$ cat config.mk
export PLATFORM = sky130hd
export DESIGN_NAME = alu_flag_gen
export DESIGN_NICKNAME = d
export VERILOG_FILES = /design/src/rtl/alu_flag_pkg.sv /design/src/rtl/flag_addsub.sv /design/src/rtl/flag_status.sv /design/src/rtl/flag_reg.sv /design/src/rtl/alu_flag_gen.sv
export SDC_FILE = /design/constraint.sdc
export NUM_CORES = 1
export LEC_CHECK = 0
export ABC_AREA = 0
export BUFFER_PORTS_ARGS = -buffer_cell sky130_fd_sc_hd__buf_2
export CAP_MARGIN = 10
export CORE_AREA = 5 5 73 75
export DETAILED_ROUTE_END_ITERATION = 8
export DIE_AREA = 0 0 78 80
export HOLD_SLACK_MARGIN = 0.05
export PLACE_DENSITY = 0.79
export SKIP_CTS_REPAIR_TIMING = 1
export SYNTH_ARGS = -nofsm -noshare
export SYNTH_HDL_FRONTEND = slang
export SYNTH_SLANG_ARGS = --single-unit
$ cat constraint.sdc
create_clock -name clk -period 4.1 [get_ports clk]
set_input_delay 0.41 -clock clk [delete_from_list [all_inputs] [get_ports clk]]
set_output_delay 0.41 -clock clk [all_outputs]
set_load 0.005 [all_outputs]
$ cat src/rtl/alu_flag_pkg.sv
`timescale 1ns/1ps
package alu_flag_pkg;
  localparam int FLAG_W = 16;

  localparam int CF_BIT = 0;
  localparam int PF_BIT = 2;
  localparam int AF_BIT = 4;
  localparam int ZF_BIT = 6;
  localparam int SF_BIT = 7;
  localparam int TF_BIT = 8;
  localparam int IF_BIT = 9;
  localparam int DF_BIT = 10;
  localparam int OF_BIT = 11;

  localparam int CTRL_N = 3;
  localparam int CTRL_LO = TF_BIT;

  localparam logic [FLAG_W-1:0] FIXED_ONES  = 16'h0002;
  localparam logic [FLAG_W-1:0] STATUS_MASK = 16'h08D5;

  typedef enum logic [1:0] {
    OP_ADD = 2'd0,
    OP_SUB = 2'd1,
    OP_AND = 2'd2,
    OP_XOR = 2'd3
  } op_e;

  typedef struct packed {
    logic of;
    logic sf;
    logic zf;
    logic af;
    logic pf;
    logic cf;
  } status_t;
endpackage

$ cat src/rtl/flag_addsub.sv
`timescale 1ns/1ps
module flag_addsub #(
  parameter int W = 16
) (
  input  logic [W-1:0] a,
  input  logic [W-1:0] b,
  input  logic         sub,
  output logic [W-1:0] sum,
  output logic         carry,
  output logic         aux,
  output logic         ovf
);
  logic [W:0] ext;

  always_comb begin
    if (sub) ext = {1'b0, a} - {1'b0, b};
    else     ext = {1'b0, a} + {1'b0, b};
    sum   = ext[W-1:0];
    carry = ext[W];
    // bit 4 of sum equals a4 ^ b4 ^ (carry/borrow coming out of bit 3)
    aux   = a[4] ^ b[4] ^ ext[4];
    if (sub) ovf = (a[W-1] != b[W-1]) && (ext[W-1] != a[W-1]);
    else     ovf = (a[W-1] == b[W-1]) && (ext[W-1] != a[W-1]);
  end
endmodule

$ cat src/rtl/flag_status.sv
`timescale 1ns/1ps
module flag_status #(
  parameter int W  = 16,
  parameter int BW = 8
) (
  input  logic [W-1:0] res,
  input  logic         byte_mode,
  output logic         zf,
  output logic         sf,
  output logic         pf
);
  always_comb begin
    zf = byte_mode ? (res[BW-1:0] == '0) : (res == '0);
    sf = byte_mode ? res[BW-1] : res[W-1];
    pf = ~^res[7:0];
  end
endmodule

$ cat src/rtl/flag_reg.sv
`timescale 1ns/1ps
module flag_reg
  import alu_flag_pkg::*;
(
  input  logic                clk,
  input  logic                rst_n,
  input  logic                upd_en,
  input  status_t             st_in,
  input  logic [CTRL_N-1:0]   ctl_set,
  input  logic [CTRL_N-1:0]   ctl_clr,
  output logic [FLAG_W-1:0]   flags
);
  status_t            st_q;
  logic [CTRL_N-1:0]  ctl_q;

  always_ff @(posedge clk) begin
    if (!rst_n)      st_q <= '0;
    else if (upd_en) st_q <= st_in;
  end

  for (genvar i = 0; i < CTRL_N; i++) begin : g_ctl
    always_ff @(posedge clk) begin
      if (!rst_n)          ctl_q[i] <= 1'b0;
      else if (ctl_clr[i]) ctl_q[i] <= 1'b0;
      else if (ctl_set[i]) ctl_q[i] <= 1'b1;
    end
  end

  always_comb begin
    flags = FIXED_ONES;
    flags[CF_BIT] = st_q.cf;
    flags[PF_BIT] = st_q.pf;
    flags[AF_BIT] = st_q.af;
    flags[ZF_BIT] = st_q.zf;
    flags[SF_BIT] = st_q.sf;
    flags[OF_BIT] = st_q.of;
    flags[CTRL_LO +: CTRL_N] = ctl_q;
  end
endmodule

$ cat src/rtl/alu_flag_gen.sv
`timescale 1ns/1ps
module alu_flag_gen
  import alu_flag_pkg::*;
#(
  parameter int DATA_W = 16,
  parameter int BYTE_W = 8
) (
  input  logic              clk,
  input  logic              rst_n,
  input  logic [DATA_W-1:0] op_a,
  input  logic [DATA_W-1:0] op_b,
  input  logic [1:0]        op_sel,
  input  logic              size_byte,
  input  logic              upd_en,
  input  logic              df_set,
  input  logic              df_clr,
  input  logic              if_set,
  input  logic              if_clr,
  input  logic              tf_set,
  input  logic              tf_clr,
  output logic [DATA_W-1:0] result,
  output logic [FLAG_W-1:0] flags
);
  localparam int HI_W = DATA_W - BYTE_W;

  op_e               op;
  logic              is_sub, is_logic;
  logic [DATA_W-1:0] w_sum, logic_res, pre_res;
  logic [BYTE_W-1:0] b_sum;
  logic              w_c, w_a, w_o, b_c, b_a, b_o;
  logic              zf, sf, pf;
  status_t           st;

  always_comb begin
    op       = op_e'(op_sel);
    is_sub   = (op == OP_SUB);
    is_logic = (op == OP_AND) || (op == OP_XOR);
  end

  flag_addsub #(.W(DATA_W)) u_word (
    .a(op_a), .b(op_b), .sub(is_sub),
    .sum(w_sum), .carry(w_c), .aux(w_a), .ovf(w_o)
  );

  flag_addsub #(.W(BYTE_W)) u_byte (
    .a(op_a[BYTE_W-1:0]), .b(op_b[BYTE_W-1:0]), .sub(is_sub),
    .sum(b_sum), .carry(b_c), .aux(b_a), .ovf(b_o)
  );

  always_comb begin
    logic_res = (op == OP_AND) ? (op_a & op_b) : (op_a ^ op_b);
    pre_res   = is_logic ? logic_res : w_sum;
    if (size_byte)
      result = {{HI_W{1'b0}}, (is_logic ? logic_res[BYTE_W-1:0] : b_sum)};
    else
      result = pre_res;
  end

  flag_status #(.W(DATA_W), .BW(BYTE_W)) u_stat (
    .res(result), .byte_mode(size_byte), .zf(zf), .sf(sf), .pf(pf)
  );

  always_comb begin
    st.cf = !is_logic && (size_byte ? b_c : w_c);
    st.of = !is_logic && (size_byte ? b_o : w_o);
    st.af = !is_logic && (size_byte ? b_a : w_a);
    st.zf = zf;
    st.sf = sf;
    st.pf = pf;
  end

  flag_reg u_reg (
    .clk(clk), .rst_n(rst_n), .upd_en(upd_en), .st_in(st),
    .ctl_set({df_set, if_set, tf_set}),
    .ctl_clr({df_clr, if_clr, tf_clr}),
    .flags(flags)
  );
endmodule

# ---- Word level (Yosys, flattened, before mapping)
# Cells that the tools add are included.
dict set report word_totals {
  register_bits 9
  wordCells 56
  ram_bits 0
  latchBits 0
  out_inout_bits 32
  mem_count 0
  inputBits 44
  romBits 0
}
dict set report op_classes {
  n_div 0
  multipliers 0
  shift 0
  addsub 4
  n_mux 13
  n_reduce_logical 15
  bitwise 6
  order_cmp 0
  n_eq_ne 9
}
# op n
set op_table {}
lappend op_table {{16-bit two-way mux} 3}
lappend op_table {{16-bit by 16-bit adder with 17-bit output} 1}
lappend op_table {{17-bit two-way mux} 1}
lappend op_table {{16-bit by 16-bit subtractor with 17-bit output} 1}
lappend op_table {{16-bit AND} 1}
lappend op_table {{16-bit logical NOT} 1}
lappend op_table {{16-bit bitwise XOR} 1}
lappend op_table {{8-bit by 8-bit adder with 9-bit output} 1}
lappend op_table {{9-bit two-way mux} 1}
lappend op_table {{8-bit by 8-bit subtractor with 9-bit output} 1}
lappend op_table {{8-bit logical NOT} 1}
lappend op_table {{8-bit two-way mux} 1}
lappend op_table {{8-bit XNOR reduction} 1}
lappend op_table {{1-bit logical AND} 7}
lappend op_table {{1-bit two-way mux} 7}
lappend op_table {{2-bit OR reduction} 3}
lappend op_table {{2-bit == test (second input constant)} 2}
lappend op_table {{1-bit != test} 4}
lappend op_table {{1-bit bitwise XOR} 3}
lappend op_table {{1-bit == test} 2}
lappend op_table {{2-bit by 1-bit == test with 1-bit output (second input constant)} 1}
lappend op_table {{1-bit logical NOT} 1}
lappend op_table {{1-bit logical OR} 1}
lappend op_table {{1-bit inverter} 1}

# ---- Depth between registers and ports, before layout
# Gate-level depths: netlist of the first run.
dict set report logic_depth {
  word_depth 7
  ltp_mapped 21
  depth_no_buf 19
}

# ---- Hierarchy
# A second synthesis of the first run with hierarchy kept.
dict set report unflattened {
  cells_unflattened 384
  hier_area_um2 2991.6
}
# module seq_area_each_um2 cells_per_inst area_per_inst_um2 n_inst
set modules_own_cells {}
lappend modules_own_cells {{flag_addsub at u_word} 0.0 172 1196.1 1}
lappend modules_own_cells {alu_flag_gen 0.0 78 726.9 1}
lappend modules_own_cells {{flag_addsub at u_byte} 0.0 76 540.5 1}
lappend modules_own_cells {flag_reg 180.2 37 382.9 1}
lappend modules_own_cells {flag_status 0.0 21 145.1 1}

# ---- Worst setup path after synthesis of the first run
# No wires, ideal clock.
dict set report synth_path {
  path_kind {in2out}
  from {in op_sel[0]}
  to {out result[14]}
  cell_stages 14
  slack_ns 0.244
  n_path_buf 3
  t_arrival_ns 3.446
  path_cell_list {clkbuf_1 > buf_2 > buf_1 > nand2_1 > nand2_1 > o21ai_0 > fa_1 > nand2b_1 > a21o_1 > a21oi_1 > o221ai_1 > nor2b_1 > xor2_1 > a211oi_1}
}
dict set report synth_between {
  elab_chain_cells 4
  elab_cells_between_ends 8
  classes_between {3 x eq/ne; 4 x mux; 1 x reduce/logical}
}
# element line
set synth_rtl {}
lappend synth_rtl {{start, declared} alu_flag_gen.sv:12} ;# input logic [1:0] op_sel,
lappend synth_rtl {{2-bit by 1-bit == test with 1-bit output (tied with other cells)} alu_flag_gen.sv:36} ;# is_sub = (op == OP_SUB);
lappend synth_rtl {{17-bit two-way mux (tied with other cells)} flag_addsub.sv:16} ;# if (sub) ext = {1'b0, a} - {1'b0, b};
lappend synth_rtl {{16-bit two-way mux *} alu_flag_gen.sv:52} ;# pre_res = is_logic ? logic_res : w_sum;
lappend synth_rtl {{16-bit two-way mux *} alu_flag_gen.sv:53} ;# if (size_byte)
lappend synth_rtl {{end, declared} alu_flag_gen.sv:21} ;# output logic [DATA_W-1:0] result,
# Every way passes the cells marked *; elsewhere a longest branch is shown, timed or not.

# ---- Worst setup path after layout of the first run
dict set report layout_path {
  from {in op_b[5]}
  to {out result[15]}
}
dict set report layout_between {
  elab_chain_cells 4
  elab_cells_between_ends 5
  classes_between {2 x add/sub; 3 x mux}
}
# element line
set layout_rtl {}
lappend layout_rtl {{start, declared} alu_flag_gen.sv:11} ;# input logic [DATA_W-1:0] op_b,
lappend layout_rtl {{16-bit by 16-bit adder with 17-bit output / 16-bit by 16-bit subtractor with 17-bit output (equally long branches)} {flag_addsub.sv:17, flag_addsub.sv:16}}
lappend layout_rtl {{17-bit two-way mux *} flag_addsub.sv:16}
lappend layout_rtl {{16-bit two-way mux *} alu_flag_gen.sv:52}
lappend layout_rtl {{16-bit two-way mux *} alu_flag_gen.sv:53}
# Marks and branches as above.

==> impl_metrics.csv, run 1 <==
group,metric,value,unit
final_layout,diodes,0,
final_layout,finalNonFillerCells,439,
pwr,total_power,0.6775,mW
detailed_routing,dr.pass1.iters,4,
detailed_routing,wl_per_cell,14.60,µm
yosys,syn-cell-area,2277,µm²
sta,hold_ws,0.3371,ns
yosys,yosysSeqAreaShare,0.07912,
placed_design,placed_cell_area,2710,µm²
sta,timing.final.crit_share,0.9434,
status,outcome,"completed",
pwr,p_leak,1.415,nW
final_layout,final_util,0.6090,
yosys,synth_area_leaders,"ha_1 (20%), xnor2_1 (8.1%), dfxtp_1 (7.9%), mux2i_1 (5.3%), xor2_1 (5.0%)",
detailed_routing,drtIter0Drc,119,
yosys,yosysWarnings,0,
worst_setup_path,reg2reg_depth,3,
detailed_routing,drt-total-wl,6411,µm
grt,grt_overflow,0,
yosys,avgSynthCellArea,7.346,µm²
min_path,hold_class,"primary input to flop",
yosys,synth.most_common_cell,"ha_1",
placed_design,gp_congestion,0.9049,
worst_setup_path,critPathCaptureType,"output pin",
yosys,async_flop_share,0,
clocking,cts_tree,"yes",
yosys,synth_top_area_frac,0.2033,
clocking,cts_buffers,3,
clocking,path_clk_slew,0.04,ns
clocking,clock_latency,0.23,ns
yosys,ys_types,50,
die,fp.dieW,78,µm
die,dieArea,6240,µm²
sta,rsz0062_at_grt,"false",
final_layout,largest_register_ff_count,9,
clocking,h-tree-depth,1,
sta,skew,0,ns
worst_setup_path,criticalPathCategory,"primary input to output pin",
placed_design,dp.cells,434,
detailed_routing,viasPerCell,5.515,
grt,grt_pass1_vias,2451,
final_layout,drive_gt1_frac,0.2571,
grt,grt_pass1_wl,10720,µm
final_layout,final_nets,468,
yosys,synth_edf_count,0,
detailed_routing,ant_nets,0,
sta,worst_slack,0.2320,ns
yosys,synthCells,310,
die,rows,25,
placed_design,hpwl,5392,µm
min_path,hold_path_depth,2,
flow_run,cap_violations,0,
sta,fmax,258.5,MHz
worst_setup_path,path_max_fanout,5,
die,start_util,0.4952,
sta,hold_viol,0,
final_layout,area_growth,22.97,%
grt,grt_max_degree,22,
clocking,clock-sinks,9,
yosys,synth_largest_area_cell,"ha_1",
clocking,root_buffer,"clkbuf_8",
detailed_routing,dr_total_vias,2421,
sta,finalSetupTns,0,ns
final_layout,final_area,2800,µm²
pwr,power.density,241.9,nW/µm²
sta,final.min_clock_period,3.868,ns
yosys,synthTopCellsByCount,"ha_1 (37), nor2_1 (29), nand2_1 (23)",
grt,antenna_found_initial,0,
die,boundaryPins,76,
clocking,cts_buffer_depth,2,
placed_design,dp_worst_setup_slack,0.09228,ns
die,core,4598,µm²
grt,gr-usage-all-layers,0.2021,
yosys,synthFlopType,"dfxtp_1",
placed_design,io_buffers,68,
yosys,ys_seq_elements,9,
worst_setup_path,cp.arrival,3.46,ns
worst_setup_path,cp.required,3.69,ns
sta,drv_slew,0,
sta,setup_viol,0,
die,die_y,80,µm
detailed_routing,drc_errors,0,
pwr,ir_drop,103.5,µV
worst_setup_path,startpoint_type,"primary input",
[final cells by class]
class | instances | area, µm²
Fill cell | 449 | 1798
Sequential cell | 9 | 180.2
Inverter | 20 | 75.07
Timing Repair Buffer | 81 | 437.9
Clock buffer | 4 | 45.04
Multi-Input combinational cell | 271 | 1994
Tap cell | 54 | 67.56
[cell usage in the layout, fill, tap and decap left out, drive strengths merged, types with 3 or more instances in the layout]
cell type / instances
buf: 81
ha: 37
nor2: 29
nand2: 23
a21oi: 22
xnor2: 21
inv: 20
o21ai: 16
xor2: 13
mux2i: 12
nand2b: 9
dfxtp: 9
nor3: 9
a21o: 8
nor2b: 8
conb: 7
a31oi: 6
or3: 6
o211ai: 5
o21a: 4
nand4: 4
o31ai: 4
clkbuf: 4
mux2: 3
nor3b: 3
[report_power, final]
group,internal (mW),switching [mW]
Combinational,0.224,0.253
Clock,0.0676,0.0338
Sequential,0.0959,0.00374
Total,0.387,0.290
[routing by layer]
metal,up-vias,GRT usage,part of all wire
li1,1242,-,-
met1,1104,0.2691,0.44
met2,73,0.3497,0.49
met5,-,0,0
met3,2,0.02596,0.072
met4,0,0.03547,0.00094
[worst paths after layout]
| path | to | start | slack [ns] |
|---|---|---|---|
| worst max-delay path | result[15] | op_b[5] | 0.23 |
| worst min-delay path | u_reg.flags[8] | tf_clr | 0.34 |
| worst max register to register | u_reg.flags[4] | u_reg.flags[4] | 3.38 |
| worst min register to register | u_reg.flags[11] | u_reg.flags[11] | 0.47 |
[kinds of logic (layout without fill, tap and decap cells)]
| kind of cell | count (synthesis) | count (layout) | share of synthesized area |
|---|---|---|---|
| and+or+nand+nor | 102 | 102 | 0.2291 |
| AOI/OAI and AO/OA | 75 | 75 | 0.2082 |
| adders and majority gates | 38 | 38 | 0.2121 |
| buffers and inverters | 35 | 105 | 0.06977 |
| xor gates and xnor gates | 34 | 34 | 0.1308 |
| muxes | 15 | 15 | 0.06758 |
| DFF | 9 | 9 | 0.07912 |
| other | 2 | 7 | 0.003298 |
[worst max-delay path, cell delays in order]
cell and delay (ns):
buf_2 0.13, nor4_4 0.30, nor2b_2 0.21, buf_4 0.11, nand3b_1 0.12, nand2_1 0.11
xor2_1 0.15, ha_1 0.31, a21oi_1 0.31, o21ai_0 0.22, a22oi_1 0.22, o31ai_1 0.12
or3_1 0.34, and3_1 0.21, inv_1 0.07, buf_2 0.10
Power figures use the tool's default switching activity.
==> inputs of run 2 (changes only) <==
--- a/config.mk
+++ b/config.mk
@@ -8,9 +8,9 @@
 export ABC_AREA = 0
 export BUFFER_PORTS_ARGS = -buffer_cell sky130_fd_sc_hd__buf_2
 export CAP_MARGIN = 10
-export CORE_AREA = 5 5 73 75
+export CORE_AREA = 4 4 72 74
 export DETAILED_ROUTE_END_ITERATION = 8
-export DIE_AREA = 0 0 78 80
+export DIE_AREA = 0 0 76 78
 export HOLD_SLACK_MARGIN = 0.05
 export PLACE_DENSITY = 0.79
 export SKIP_CTS_REPAIR_TIMING = 1
==> run 2 against run 1 <==
Against the previous run:
- clock skew unchanged
- worst setup slack better by 0.033 ns
- cell area is 0.85% higher
- count of clock-buffer cells in the layout unchanged
- critical path type unchanged
==> impl_metrics.csv, run 2 (synthesis gave the netlist of run 1 again) <==
group,metric,value,unit
placed_design,hpwl,5203,µm
detailed_routing,wl_per_cell,13.45,µm
sta,rsz0062_at_grt,"false",
grt,grt_overflow,0,
clocking,h-tree-depth,1,
placed_design,dp.cells,440,
flow_run,cap_violations,0,
sta,fmax,260.8,MHz
grt,gr-usage-all-layers,0.1999,
pwr,internal_power,0.3953,mW
placed_design,gp_congestion,0.8830,
clocking,clock-sinks,9,
sta,drv_slew,0,
placed_design,io_buffers,68,
worst_setup_path,startpoint_type,"primary input",
clocking,path_clk_slew,0.05,ns
final_layout,drive_gt1_frac,0.2667,
worst_setup_path,cp.required,3.69,ns
final_layout,area_growth,24.01,%
die,core,4598,µm²
clocking,root_buffer,"clkbuf_8",
detailed_routing,viasPerCell,5.477,
die,fp.dieW,76,µm
detailed_routing,drtIter0Drc,119,
die,die_y,78,µm
final_layout,final_util,0.6142,
detailed_routing,drc_errors,0,
die,boundaryPins,76,
grt,grt_pass1_vias,2301,
die,rows,25,
pwr,p_leak,1.431,nW
grt,antenna_found_initial,0,
die,dieArea,5928,µm²
sta,setup_viol,0,
final_layout,final_cell_mix,"buf_2 (68), ha_1 (37), nor2_1 (28)",
grt,grt_max_degree,16,
final_layout,layout_commonest_cell,"buf_2",
clocking,cts_tree,"yes",
clocking,clock_latency,0.23,ns
worst_setup_path,critPathCaptureType,"output pin",
sta,hold_ws,0.3336,ns
min_path,hold_class,"primary input to flop",
detailed_routing,dr_total_vias,2432,
worst_setup_path,ff2ff_setup_slack,3.38,ns
detailed_routing,drt-total-wl,5974,µm
pwr,pwr-share-clk,0.149,
pwr,ir_drop,94.14,µV
worst_setup_path,criticalPathCategory,"primary input to output pin",
detailed_routing,ant_nets,0,
sta,timing.final.crit_share,0.9353,
worst_setup_path,path_max_fanout,6,
sta,final.min_clock_period,3.835,ns
pwr,power.density,240.4,nW/µm²
detailed_routing,dr.pass1.iters,4,
final_layout,final_nets,473,
grt,grt_pass1_wl,10220,µm
worst_setup_path,cp.arrival,3.42,ns
pwr,netSwitchingPower,0.2834,mW
die,start_util,0.4952,
pwr,pwr-share-comb,0.705,
status,outcome,"completed",
clocking,cts_buffer_depth,2,
sta,hold_viol,0,
sta,skew,0,ns
pwr,pwr-share-seq,0.146,
pwr,p_sw_frac,0.4176,
final_layout,diodes,0,
final_layout,largest_register_ff_count,9,
clocking,cts_buffers,3,
final_layout,finalNonFillerCells,444,
## run 2: worst max-delay path, stage by stage
cell and delay, ns:
buf_2 0.14, nor4_2 0.30, nor2b_2 0.22, nand2_1 0.09, nor3_2 0.15, nor2_1 0.07, xnor2_1 0.14, ha_1 0.34
a21oi_1 0.16, o21ai_0 0.12, or4_1 0.40, o221ai_1 0.16, nor2b_2 0.19, xor2_1 0.09, a211oi_2 0.27, buf_2 0.16
## run 2: final cells by class
class	instances	area (µm²)
clock buffer	4	45.04
sequential	9	180.2
timing repair buffer	86	475.5
tap	54	67.56
inverter	20	75.07
multi-input combinational	271	1981
fill	423	1774
## run 2: metal layers
metal  share of wire  track usage  vias up
li1                -            -     1252
met1            0.46       0.2744     1098
met2            0.46       0.3330       78
met3           0.075      0.02552        4
met4          0.0060      0.03915        0
met5               0            0        -
## run 2: stage by stage
step / instance area, µm² / TNS [ns] / setup slack, ns / power (mW)
after floorplan: 2296 / 0 / 0.2440 / 0.4265
after global placement: 2755 / 0 / 0.09546 / 0.5648
after detailed placement: 2755 / 0 / 0.01358 / 0.5741
after CTS: 2800 / -0.008125 / -0.008125 / 0.6779
after global routing: 2824 / 0 / 0.01984 / 0.7502
final: 2824 / 0 / 0.2654 / 0.6787
## run 2: path summary, 6_finish.rpt
kind / start / end / cells after the start
worst min-delay path: df_clr / u_reg.flags[10] / 2
worst max register to register: u_reg.flags[4] / u_reg.flags[4] / 3
worst min register to register: u_reg.flags[6] / u_reg.flags[6] / 2
worst max-delay path: op_b[3] / result[14] / 16
## run 2: power groups by stage
| stage | Sequential [mW] | Combinational, mW | Clock (mW) |
|---|---|---|---|
| after detailed placement | 0.101 | 0.473 | 0 |
| after global placement | 0.101 | 0.464 | 0 |
| after CTS | 0.0994 | 0.476 | 0.103 |
| after floorplan | 0.102 | 0.325 | 0 |
| after global routing | 0.100 | 0.541 | 0.109 |
| final | 0.0993 | 0.479 | 0.101 |
